### src/rtl/ccdTimPkg.sv
`timescale 1ns/1ps
package ccdTimPkg;

  typedef enum logic [1:0] {
    PC_DUMMY   = 2'd0,
    PC_OBLACK  = 2'd1,
    PC_INVALID = 2'd2,
    PC_VALID   = 2'd3
  } pixClass_e;

  typedef enum logic [2:0] {
    ST_IDLE,
    ST_SETUP,
    ST_XFER,
    ST_HOLD,
    ST_PIX
  } lineSt_e;

  // strobes from control to datapath
  typedef struct packed {
    logic inPix;
    logic tgOn;
    logic lineActive;
    logic lineEnd;
    logic pixStep;
  } ctrlStrb_t;

  localparam logic [1:0] ADDR_PERIOD = 2'd0;
  localparam logic [1:0] ADDR_TGW    = 2'd1;
  localparam logic [1:0] ADDR_GUARD  = 2'd2;

endpackage

### src/rtl/ccdTimCtrl.sv
`timescale 1ns/1ps
module ccdTimCtrl
  import ccdTimPkg::*;
#(
  parameter int CFG_W          = 16,
  parameter int MIN_PIX_PERIOD = 4,
  parameter int DEF_PIX_PERIOD = 50,
  parameter int DEF_TG_WIDTH   = 1250,
  parameter int DEF_GUARD      = 225
) (
  input  logic             clk,
  input  logic             rstN,
  input  logic             start,
  input  logic             cfgWe,
  input  logic [1:0]       cfgAddr,
  input  logic [CFG_W-1:0] cfgData,
  input  logic             phEnd,
  input  logic             lastPix,
  output ctrlStrb_t        strb,
  output logic [CFG_W-1:0] actPer,
  output logic [CFG_W-1:0] actTgW,
  output logic [CFG_W-1:0] actGuard
);

  localparam logic [CFG_W-1:0] MIN_PER = CFG_W'(MIN_PIX_PERIOD);
  localparam logic [CFG_W-1:0] ONE     = CFG_W'(1);

  function automatic logic [CFG_W-1:0] atLeast(input logic [CFG_W-1:0] v,
                                               input logic [CFG_W-1:0] lo);
    return (v < lo) ? lo : v;
  endfunction

  logic [CFG_W-1:0] shPer, shTgW, shGuard;
  lineSt_e          st, stNext;
  logic [CFG_W-1:0] segCnt, segLim;
  logic             segDone, lineEnd, goLine, pend;

  // shadow configuration, written at any time
  always_ff @(posedge clk) begin
    if (!rstN) begin
      shPer   <= atLeast(CFG_W'(DEF_PIX_PERIOD), MIN_PER);
      shTgW   <= atLeast(CFG_W'(DEF_TG_WIDTH), ONE);
      shGuard <= atLeast(CFG_W'(DEF_GUARD), ONE);
    end else if (cfgWe) begin
      case (cfgAddr)
        ADDR_PERIOD: shPer   <= atLeast(cfgData, MIN_PER);
        ADDR_TGW:    shTgW   <= atLeast(cfgData, ONE);
        ADDR_GUARD:  shGuard <= atLeast(cfgData, ONE);
        default: ;
      endcase
    end
  end

  assign segLim  = (st == ST_XFER) ? actTgW : actGuard;
  assign segDone = (segCnt >= segLim - ONE);
  assign lineEnd = (st == ST_PIX) && phEnd && lastPix;
  assign goLine  = ((st == ST_IDLE) && start) || (lineEnd && (pend || start));

  always_comb begin
    stNext = st;
    case (st)
      ST_IDLE:  if (start) stNext = ST_SETUP;
      ST_SETUP: if (segDone) stNext = ST_XFER;
      ST_XFER:  if (segDone) stNext = ST_HOLD;
      ST_HOLD:  if (segDone && phEnd) stNext = ST_PIX;
      ST_PIX:   if (lineEnd) stNext = (pend || start) ? ST_SETUP : ST_IDLE;
      default:  stNext = ST_IDLE;
    endcase
  end

  always_ff @(posedge clk) begin
    if (!rstN) begin
      st     <= ST_IDLE;
      segCnt <= '0;
      pend   <= 1'b0;
    end else begin
      st <= stNext;
      if (stNext != st)  segCnt <= '0;
      else if (!segDone) segCnt <= segCnt + ONE;
      if (goLine)                         pend <= 1'b0;
      else if (start && st != ST_IDLE)    pend <= 1'b1;
    end
  end

  // active configuration, loaded at a line boundary only
  always_ff @(posedge clk) begin
    if (!rstN) begin
      actPer   <= atLeast(CFG_W'(DEF_PIX_PERIOD), MIN_PER);
      actTgW   <= atLeast(CFG_W'(DEF_TG_WIDTH), ONE);
      actGuard <= atLeast(CFG_W'(DEF_GUARD), ONE);
    end else if (goLine) begin
      actPer   <= shPer;
      actTgW   <= shTgW;
      actGuard <= shGuard;
    end
  end

  always_comb begin
    strb.inPix      = (st == ST_PIX);
    strb.tgOn       = (st == ST_XFER);
    strb.lineActive = (st != ST_IDLE);
    strb.lineEnd    = lineEnd;
    strb.pixStep    = (st == ST_PIX) && phEnd;
  end

  p_cfg_frozen_r10: assert property (@(posedge clk) disable iff (!rstN)
    (st != ST_IDLE && !lineEnd) |=> ($stable(actPer) && $stable(actTgW) && $stable(actGuard)));

  p_cfg_floor_r11: assert property (@(posedge clk) disable iff (!rstN)
    (actPer >= MIN_PER) && (actTgW != '0) && (actGuard != '0));

  p_pend_launch_r9: assert property (@(posedge clk) disable iff (!rstN)
    (lineEnd && pend) |=> (st == ST_SETUP));

  p_idle_start_r9: assert property (@(posedge clk) disable iff (!rstN)
    (st == ST_IDLE && start) |=> (st == ST_SETUP));

endmodule

### src/rtl/ccdTimDatapath.sv
`timescale 1ns/1ps
module ccdTimDatapath
  import ccdTimPkg::*;
#(
  parameter int CFG_W       = 16,
  parameter int NUM_COLORS  = 3,
  parameter int N_DUMMY     = 15,
  parameter int N_OB        = 49,
  parameter int N_LEAD_INV  = 3,
  parameter int N_VALID     = 10600,
  parameter int N_TRAIL_INV = 2,
  parameter int IDX_W       = 14
) (
  input  logic                  clk,
  input  logic                  rstN,
  input  ctrlStrb_t             strb,
  input  logic [CFG_W-1:0]      actPer,
  input  logic [CFG_W-1:0]      actTgW,
  input  logic [CFG_W-1:0]      actGuard,
  output logic                  phEnd,
  output logic                  lastPix,
  output logic                  phi1,
  output logic                  phi2,
  output logic                  rstGate,
  output logic                  clampPulse,
  output logic                  sampleStrobe,
  output logic [NUM_COLORS-1:0] tgPulse,
  output logic [IDX_W-1:0]      pixIndex,
  output logic [1:0]            pixClass,
  output logic                  lineValid,
  output logic                  lineDone
);

  localparam int NPIX   = N_DUMMY + N_OB + N_LEAD_INV + N_VALID + N_TRAIL_INV;
  localparam int B_OB   = N_DUMMY;
  localparam int B_LINV = B_OB + N_OB;
  localparam int B_VAL  = B_LINV + N_LEAD_INV;
  localparam int B_TINV = B_VAL + N_VALID;
  localparam logic [CFG_W-1:0] ONE = CFG_W'(1);

  function automatic pixClass_e classOf(input logic [IDX_W-1:0] p);
    int i;
    i = int'(p);
    if (i < B_OB)   return PC_DUMMY;
    if (i < B_LINV) return PC_OBLACK;
    if (i < B_VAL)  return PC_INVALID;
    if (i < B_TINV) return PC_VALID;
    return PC_INVALID;
  endfunction

  logic [CFG_W-1:0] ph, half;
  logic [IDX_W-1:0] idx;
  logic             phWrap;

  assign half    = actPer >> 1;
  assign phEnd   = (ph == actPer - ONE);
  assign phWrap  = (ph >= actPer - ONE);
  assign lastPix = (idx == IDX_W'(NPIX - 1));

  // free-running pixel phase
  always_ff @(posedge clk) begin
    if (!rstN)       ph <= '0;
    else if (phWrap) ph <= '0;
    else             ph <= ph + ONE;
  end

  always_ff @(posedge clk) begin
    if (!rstN)             idx <= '0;
    else if (strb.pixStep) idx <= lastPix ? '0 : idx + IDX_W'(1);
  end

  always_ff @(posedge clk) begin
    if (!rstN) begin
      phi1         <= 1'b1;
      phi2         <= 1'b0;
      rstGate      <= 1'b0;
      clampPulse   <= 1'b0;
      sampleStrobe <= 1'b0;
      pixIndex     <= '0;
      pixClass     <= PC_DUMMY;
      lineValid    <= 1'b0;
      lineDone     <= 1'b0;
    end else begin
      phi1         <= strb.inPix ? (ph >= half) : 1'b1;
      phi2         <= strb.inPix ? (ph < half)  : 1'b0;
      rstGate      <= (ph == '0);
      clampPulse   <= (ph == ONE);
      sampleStrobe <= strb.inPix && phEnd;
      pixIndex     <= idx;
      pixClass     <= classOf(idx);
      lineValid    <= strb.lineActive;
      lineDone     <= strb.lineEnd;
    end
  end

  for (genvar c = 0; c < NUM_COLORS; c++) begin : g_tg
    always_ff @(posedge clk) begin
      if (!rstN) tgPulse[c] <= 1'b0;
      else       tgPulse[c] <= strb.tgOn;
    end
  end

  // checker state
  logic [CFG_W-1:0] tgRun, gapCnt;
  logic             awaitFirst;

  always_ff @(posedge clk) begin
    if (!rstN) begin
      tgRun      <= '0;
      gapCnt     <= '0;
      awaitFirst <= 1'b0;
    end else begin
      tgRun <= tgPulse[0] ? tgRun + ONE : '0;
      if (tgPulse[0])          gapCnt <= '0;
      else if (gapCnt != '1)   gapCnt <= gapCnt + ONE;
      if (tgPulse[0])          awaitFirst <= 1'b1;
      else if (!phi1)          awaitFirst <= 1'b0;
    end
  end

  p_shift_cross_r2: assert property (@(posedge clk) disable iff (!rstN)
    (phi1 || phi2) && (phi1 != phi2));

  p_rst_then_clamp_r3: assert property (@(posedge clk) disable iff (!rstN)
    rstGate |=> clampPulse);

  p_sample_alone_r3: assert property (@(posedge clk) disable iff (!rstN)
    sampleStrobe |-> (!rstGate && !clampPulse && lineValid));

  p_tg_together_r4: assert property (@(posedge clk) disable iff (!rstN)
    ($countones(tgPulse) == 0) || ($countones(tgPulse) == NUM_COLORS));

  p_tg_width_r4: assert property (@(posedge clk) disable iff (!rstN)
    $fell(tgPulse[0]) |-> (tgRun == actTgW));

  p_tg_quiet_r5: assert property (@(posedge clk) disable iff (!rstN)
    tgPulse[0] |-> (phi1 && !phi2 && !sampleStrobe));

  p_hold_gap_r5: assert property (@(posedge clk) disable iff (!rstN)
    ($fell(phi1) && awaitFirst) |->
      ((gapCnt >= actGuard) && (int'(gapCnt) < int'(actGuard) + int'(actPer))));

  p_done_last_r8: assert property (@(posedge clk) disable iff (!rstN)
    lineDone |-> (sampleStrobe && pixIndex == IDX_W'(NPIX - 1)));

endmodule

### src/rtl/ccdLineTimer.sv
`timescale 1ns/1ps
module ccdLineTimer
  import ccdTimPkg::*;
#(
  parameter int CFG_W          = 16,
  parameter int NUM_COLORS     = 3,
  parameter int N_DUMMY        = 15,
  parameter int N_OB           = 49,
  parameter int N_LEAD_INV     = 3,
  parameter int N_VALID        = 10600,
  parameter int N_TRAIL_INV    = 2,
  parameter int MIN_PIX_PERIOD = 4,
  parameter int DEF_PIX_PERIOD = 50,
  parameter int DEF_TG_WIDTH   = 1250,
  parameter int DEF_GUARD      = 225,
  parameter int IDX_W = $clog2(N_DUMMY + N_OB + N_LEAD_INV + N_VALID + N_TRAIL_INV)
) (
  input  logic                  clk,
  input  logic                  rstN,
  input  logic                  start,
  input  logic                  cfgWe,
  input  logic [1:0]            cfgAddr,
  input  logic [CFG_W-1:0]      cfgData,
  output logic                  phi1,
  output logic                  phi2,
  output logic                  rstGate,
  output logic                  clampPulse,
  output logic                  sampleStrobe,
  output logic [NUM_COLORS-1:0] tgPulse,
  output logic [IDX_W-1:0]      pixIndex,
  output logic [1:0]            pixClass,
  output logic                  lineValid,
  output logic                  lineDone
);

  ctrlStrb_t        strb;
  logic [CFG_W-1:0] actPer, actTgW, actGuard;
  logic             phEnd, lastPix;

  ccdTimCtrl #(
    .CFG_W(CFG_W), .MIN_PIX_PERIOD(MIN_PIX_PERIOD), .DEF_PIX_PERIOD(DEF_PIX_PERIOD),
    .DEF_TG_WIDTH(DEF_TG_WIDTH), .DEF_GUARD(DEF_GUARD)
  ) i_ctrl (
    .clk(clk), .rstN(rstN), .start(start), .cfgWe(cfgWe), .cfgAddr(cfgAddr),
    .cfgData(cfgData), .phEnd(phEnd), .lastPix(lastPix), .strb(strb),
    .actPer(actPer), .actTgW(actTgW), .actGuard(actGuard)
  );

  ccdTimDatapath #(
    .CFG_W(CFG_W), .NUM_COLORS(NUM_COLORS), .N_DUMMY(N_DUMMY), .N_OB(N_OB),
    .N_LEAD_INV(N_LEAD_INV), .N_VALID(N_VALID), .N_TRAIL_INV(N_TRAIL_INV), .IDX_W(IDX_W)
  ) i_dp (
    .clk(clk), .rstN(rstN), .strb(strb), .actPer(actPer), .actTgW(actTgW),
    .actGuard(actGuard), .phEnd(phEnd), .lastPix(lastPix), .phi1(phi1), .phi2(phi2),
    .rstGate(rstGate), .clampPulse(clampPulse), .sampleStrobe(sampleStrobe),
    .tgPulse(tgPulse), .pixIndex(pixIndex), .pixClass(pixClass),
    .lineValid(lineValid), .lineDone(lineDone)
  );

endmodule

### config.mk
export PLATFORM = sky130hd
export DESIGN_NAME = ccdLineTimer
export DESIGN_NICKNAME = d
export VERILOG_FILES = /design/src/rtl/ccdTimPkg.sv /design/src/rtl/ccdTimCtrl.sv /design/src/rtl/ccdTimDatapath.sv /design/src/rtl/ccdLineTimer.sv
export SDC_FILE = /design/constraint.sdc
export NUM_CORES = 1
export LEC_CHECK = 0
export BUFFER_PORTS_ARGS = -buffer_cell sky130_fd_sc_hd__buf_2
export CAP_MARGIN = 20
export CORE_UTILIZATION = 49
export CTS_CLUSTER_SIZE = 20
export DETAILED_ROUTE_END_ITERATION = 6
export GPL_ROUTABILITY_DRIVEN = 1
export PLACE_DENSITY = 0.76
export SYNTH_ARGS = -nofsm -noshare
export SYNTH_HDL_FRONTEND = slang
export SYNTH_SLANG_ARGS = --single-unit
### constraint.sdc
create_clock -name clk -period 8.2 [get_ports clk]
set_input_delay 1.64 -clock clk [delete_from_list [all_inputs] [get_ports clk]]
set_output_delay 1.64 -clock clk [all_outputs]
set_load 0.02 [all_outputs]
### Word-level counts from Yosys, hierarchy flattened

Index checks and enable logic that the tools add are counted.

* output and inout port bits: 26
* word-level logic and storage cells: 99
* bits in registers: 170
* bits of input ports: 22

* bitwise operators: 1
* eq/ne operators: 10
* add/subtract/negate cells: 5
* multiplexer cells: 33
* $lt $le $gt $ge: 10
* reductions and logical operators: 19

Operators by type and width (number)
* 16-bit two-way mux: 3
* 16-bit by 1-bit adder with 16-bit output (second input constant): 2
* 16-bit greater-or-equal comparator: 2
* 16-bit by 1-bit subtractor with 16-bit output (second input constant): 2
* 14-bit by 7-bit < comparator with 1-bit output (second input constant): 2
* 16-bit by 1-bit == test with 1-bit output (second input constant): 1
* 16-bit == test: 1
* 16-bit by 15-bit greater-or-equal comparator with 1-bit output: 1
* 16-bit logical NOT: 1
* 16-bit by 1-bit < comparator with 1-bit output (second input constant): 1
* 16-bit by 15-bit < comparator with 1-bit output: 1
* 16-bit by 3-bit < comparator with 1-bit output (second input constant): 1
* 2-bit two-way mux: 8
* 1-bit two-way mux: 15
* 3-bit two-way mux: 5
* 3-bit case mux with 5 select lines: 1
* 14-bit by 1-bit adder with 14-bit output (second input constant): 1
* 14-bit == test (second input constant): 1
* 14-bit < comparator (second input constant): 1
* 14-bit by 4-bit < comparator with 1-bit output (second input constant): 1
* 14-bit two-way mux: 1
* 2-bit AND reduction: 4
* 3-bit by 2-bit == test with 1-bit output (second input constant): 2
* 1-bit logical AND: 6
* 11 further kinds: 14

### Depth between registers and ports, before layout

* depth after elaboration: 16
* gate-level depth with buffers: 19
* gate-level depth less buffers: 14

### By module

A second synthesis with hierarchy kept.

* cells, all modules: 1071
* area total of the unflattened synthesis: 8822.2 sq um

By module, submodules not included
* ccdTimCtrl: instances 1, cells an instance 702, area each 5560.3 sq um, sequential area each 2322.2 sq um
* ccdTimDatapath: instances 1, cells an instance 369, area each 3261.9 sq um, sequential area each 1081.0 sq um

### Worst setup path before layout

Ideal clock, no wire load.

* kind: reg2reg
* from: reg i_ctrl.st[1]
* to: reg i_ctrl.segCnt[9]
* arrival: 4489 ps
* library setup time: 70 ps
* slack: 3641 ps
* buffers on the path: 4
* data required time: 8130 ps
* cell stages (with the launch flop): 19
* period minus slack after synthesis: 4559 ps
* path through: dfxtp_1 clkbuf_1 nor3b_1 buf_2 buf_2 buf_2 mux2i_1 ha_1 nand2_1 or3_1 xnor2_1 mux2i_1 ha_1 o21ai_0 nor2_1 a211oi_2 o21ai_1 or4b_2 a21oi_1

* cells in the longest elaborated chain, start to end: 9
* elaborated cells between the ends (all ways): 19
* classes of those cells: add/sub: 1; order compare: 1; eq/ne: 5; mux: 7; reduce/logical: 5

RTL lines
* start: declaration: RTL line ccdTimCtrl.sv:34 `lineSt_e st, stNext;`
* start signal: assignment: RTL line ccdTimCtrl.sv:77 `st <= stNext;`
* 3-bit by 2-bit == test with 1-bit output: RTL line ccdTimCtrl.sv:54, ccdTimCtrl.sv:61
* 16-bit two-way mux: RTL line ccdTimCtrl.sv:54 `assign segLim = (st == ST_XFER) ? actTgW : actGuard;`
* 16-bit by 1-bit subtractor with 16-bit output: RTL line ccdTimCtrl.sv:55 `assign segDone = (segCnt >= segLim - ONE);`
* 16-bit greater-or-equal comparator: RTL line ccdTimCtrl.sv:55
* 1-bit logical AND: RTL line ccdTimCtrl.sv:65 `ST_HOLD: if (segDone && phEnd) stNext = ST_PIX;`
* 3-bit two-way mux: RTL line ccdTimCtrl.sv:65
* 3-bit case mux with 5 select lines: RTL line ccdTimCtrl.sv:61 `case (st)`
* 3-bit != test: RTL line ccdTimCtrl.sv:78 `if (stNext != st) segCnt <= '0;`
* 2-bit OR reduction (no line)
* end signal: assignment: RTL line ccdTimCtrl.sv:79 `else if (!segDone) segCnt <= segCnt + ONE;`
* end: declaration: RTL line ccdTimCtrl.sv:35 `logic [CFG_W-1:0] segCnt, segLim;`

Parallel ways exist; a longest one is shown, timed or not.
A chain may end at the register's enable or synchronous reset.

### Worst setup path in the final report

Ends and elaborated chain as after synthesis.

==> out/qor.csv <==
metric;value;unit
outcome;finished, final reports clean;
dieArea;18000;um^2
ctsHoldBuffers;0;
viasPerCell;5.57;
design_area;9450;um^2
drcViolationCount;0;
grt_pass1_vias;6549;
rsz0062_at_grt;false;
fin_setup_tns;0;ns
grt_pass1_wl;32200;um
powerDensity;194;nW/um^2
overflow;0;
p_total;1.83;mW
numClockSinks;170;
cp.required;8.55;ns
ys_seq_area_share;39.8;%
fin_crit;4.67;ns
multiInputGateArea;4760;um^2
die_h;134;um
setup_viol;0;
cp-start-kind;flip-flop;
root_buffer;clkbuf_16;
cts-htree-levels;4;
cts_tree;built;
cts-buffers-inserted;17;
drive_gt1_share;9.24;%
drt_pre_antenna_iters;5;
ys.flop_type;dfxtp_1;
final_cell_mix;nand2_1, dfxtp_1, nand3_1;
synth_nets;1103;
whs;0.451;ns
crit_slowest_cell;or4b_2;
path_cells;nor3b_2, buf_4, mux2i_1, ha_1, nand2_1, or3_1, xnor2_1, mux2i_1, ha_1, o21ai_0, nor2_1, a211oi_2, o21ai_1, or4b_2, a21oi_1;
wire_per_inst;14.8;um
syn2layout_area_growth;10.6;%
grt_util_all_layers;22.3;%
clk_pin_slew;0.07;ns
boundaryPins;48;
syn_inst;1026;
synthMuxAreaShare;2.01;%
fp.coreArea;16800;um^2
synth-compound-area-share;11.2;%
dp_hpwl;13300;um
start_util;50.8;%
hp-class;flip-flop to flip-flop;
dp_slack;3.53;ns
rows;47;
finClkSkew;0.0138;ns
clk_path_buf_depth;2;
slew_headroom;33.0;%
insertion_delay;0.42;ns
routed_wl;19000;um
numPortBuffers;47;
layout_commonest_cell;nand2_1;
fmax;214;MHz
synth_top_family_by_area;simple AND/OR/NAND/NOR gates;
maxCapViolCount;0;
synthAdderAreaFrac;8.05;%
grt_max_degree;97;
gp_congestion;0.841;
final_cells;1281;
fill_cells;1548;
setup_ws;3.53;ns
place_inst;1248;
seq_area;3400;um^2
antenna_cells;0;
die_width;134;um
peakVddDrop;0.143;mV
cp_max_fo;29;
cts_resized;0;
cpPeakStageDelay;0.76;ns
synthArstFlopShare;0;%
cts_setup_buffers;0;
antenna_found_initial;0;
p_leak;3.83;nW
worst_ep_arrival_time;5.03;ns
synth_area;8540;um^2
yosys_warnings;0;
slew_viol_final;0;
synth_cell_types;60;
ant_nets;0;
period_share;57.0;%
drtIter0Drc;584;
dpl-instance-area;8840;um^2
syn_area_per_cell;8.33;um^2
end_kind;flip-flop;
tightest_slew;0.999;ns
synth-simple-area-share;28.0;%
ys_ff_latch;170;
final_nets;1125;
worstSetupPathType;flip-flop to flip-flop;
vias;7131;
hold_viol_final;0;
fin_util;56.2;%
synth_edf_count;0;
synth_xor_area_share;6.25;%
-- flip-flops by register name, indices dropped and copies added (netlist names), 2 cells and up --
signal and flops:
i_ctrl.actGuard 16, i_ctrl.actPer 16, i_ctrl.actTgW 16, i_ctrl.segCnt 16, i_ctrl.shGuard 16, i_ctrl.shPer 16, i_ctrl.shTgW 16, i_ctrl.st 3
i_dp.idx 14, i_dp.ph 16, i_dp.pixClass 2, i_dp.pixIndex 14
-- metal layers --
metal	part of all wire (%)	up-vias	global-route usage, %
li1	-	3608	-
met5	0	-	0
met4	1.9	0	7.49
met3	4.5	28	4.20
met2	42	157	32.1
met1	51	3338	33.2
-- cells by family after synthesis --
kind of cell               Yosys count
DFF                                170
buffers and inverters               84
adders and majority gates           55
xor gates and xnor gates            61
AOI/OAI and AO/OA                  140
and+or+nand+nor                    499
muxes                               17
-- Yosys cell counts, types with 3 or more instances --
library cell	instances	area share (%)
a211oi_1	6	0.53
a21boi_0	35	3.1
a21o_1	6	0.53
a21oi_1	34	2.0
and2_1	19	1.4
and3_1	8	0.59
buf_1	3	0.13
buf_2	9	0.53
buf_4	7	0.62
buf_6	5	0.66
clkbuf_1	28	1.2
dfxtp_1	170	40
ha_1	55	8.1
inv_1	32	1.4
mux2i_1	16	1.9
nand2_1	189	8.3
nand2b_1	4	0.29
nand3_1	110	6.4
nand3b_1	3	0.26
nand4_1	14	1.0
nand4b_1	3	0.31
nor2_1	62	2.7
nor2b_1	7	0.51
nor3_1	35	2.1
nor3b_1	4	0.35
nor4_1	12	0.88
o2111ai_1	4	0.41
o211ai_1	6	0.53
o21a_1	9	0.79
o21ai_0	19	1.1
o31ai_1	7	0.62
or3_1	7	0.51
or4_1	8	0.70
xnor2_1	41	4.2
xor2_1	20	2.1
-- where the power goes --
part	total (mW)	switching (mW)	internal (mW)
combinational	0.150	0.0960	0.0543
clock	0.810	0.339	0.471
sequential	0.869	0.0208	0.848
total	1.83	0.455	1.37
-- path summary, 6_finish.rpt --
| kind | start | to | slack, ns | cells past startpoint |
|---|---|---|---|---|
| worst max-delay path | i_ctrl.st[1] | i_ctrl.segCnt[9] | 3.53 | 15 |
| worst min-delay path | i_ctrl.shGuard[3] | i_ctrl.actGuard[3] | 0.45 | 2 |
| worst max register to register | i_ctrl.st[1] | i_ctrl.segCnt[9] | 3.53 | 15 |
| worst min register to register | i_ctrl.shGuard[3] | i_ctrl.actGuard[3] | 0.45 | 2 |
-- layout make-up --
type,count,area share [%]
Inverter,32,1.27
Clock inverter,11,1.44
Tap cell,220,2.91
Clock buffer,21,4.87
Multi-Input combinational cell,772,50.3
Timing Repair Buffer,55,3.15
Sequential cell,170,36.0
-- worst max-delay path: cells and delay by family (launching register included) --
family | cells | cell delay (ns)
compound gates | 4 | 1.11
xor+xnor | 1 | 0.16
fa+ha+maj | 2 | 0.54
buf+inv | 1 | 0.36
flops | 1 | 0.56
mux | 2 | 0.39
simple gates | 5 | 1.48
Power figures use the tool's default switching activity.
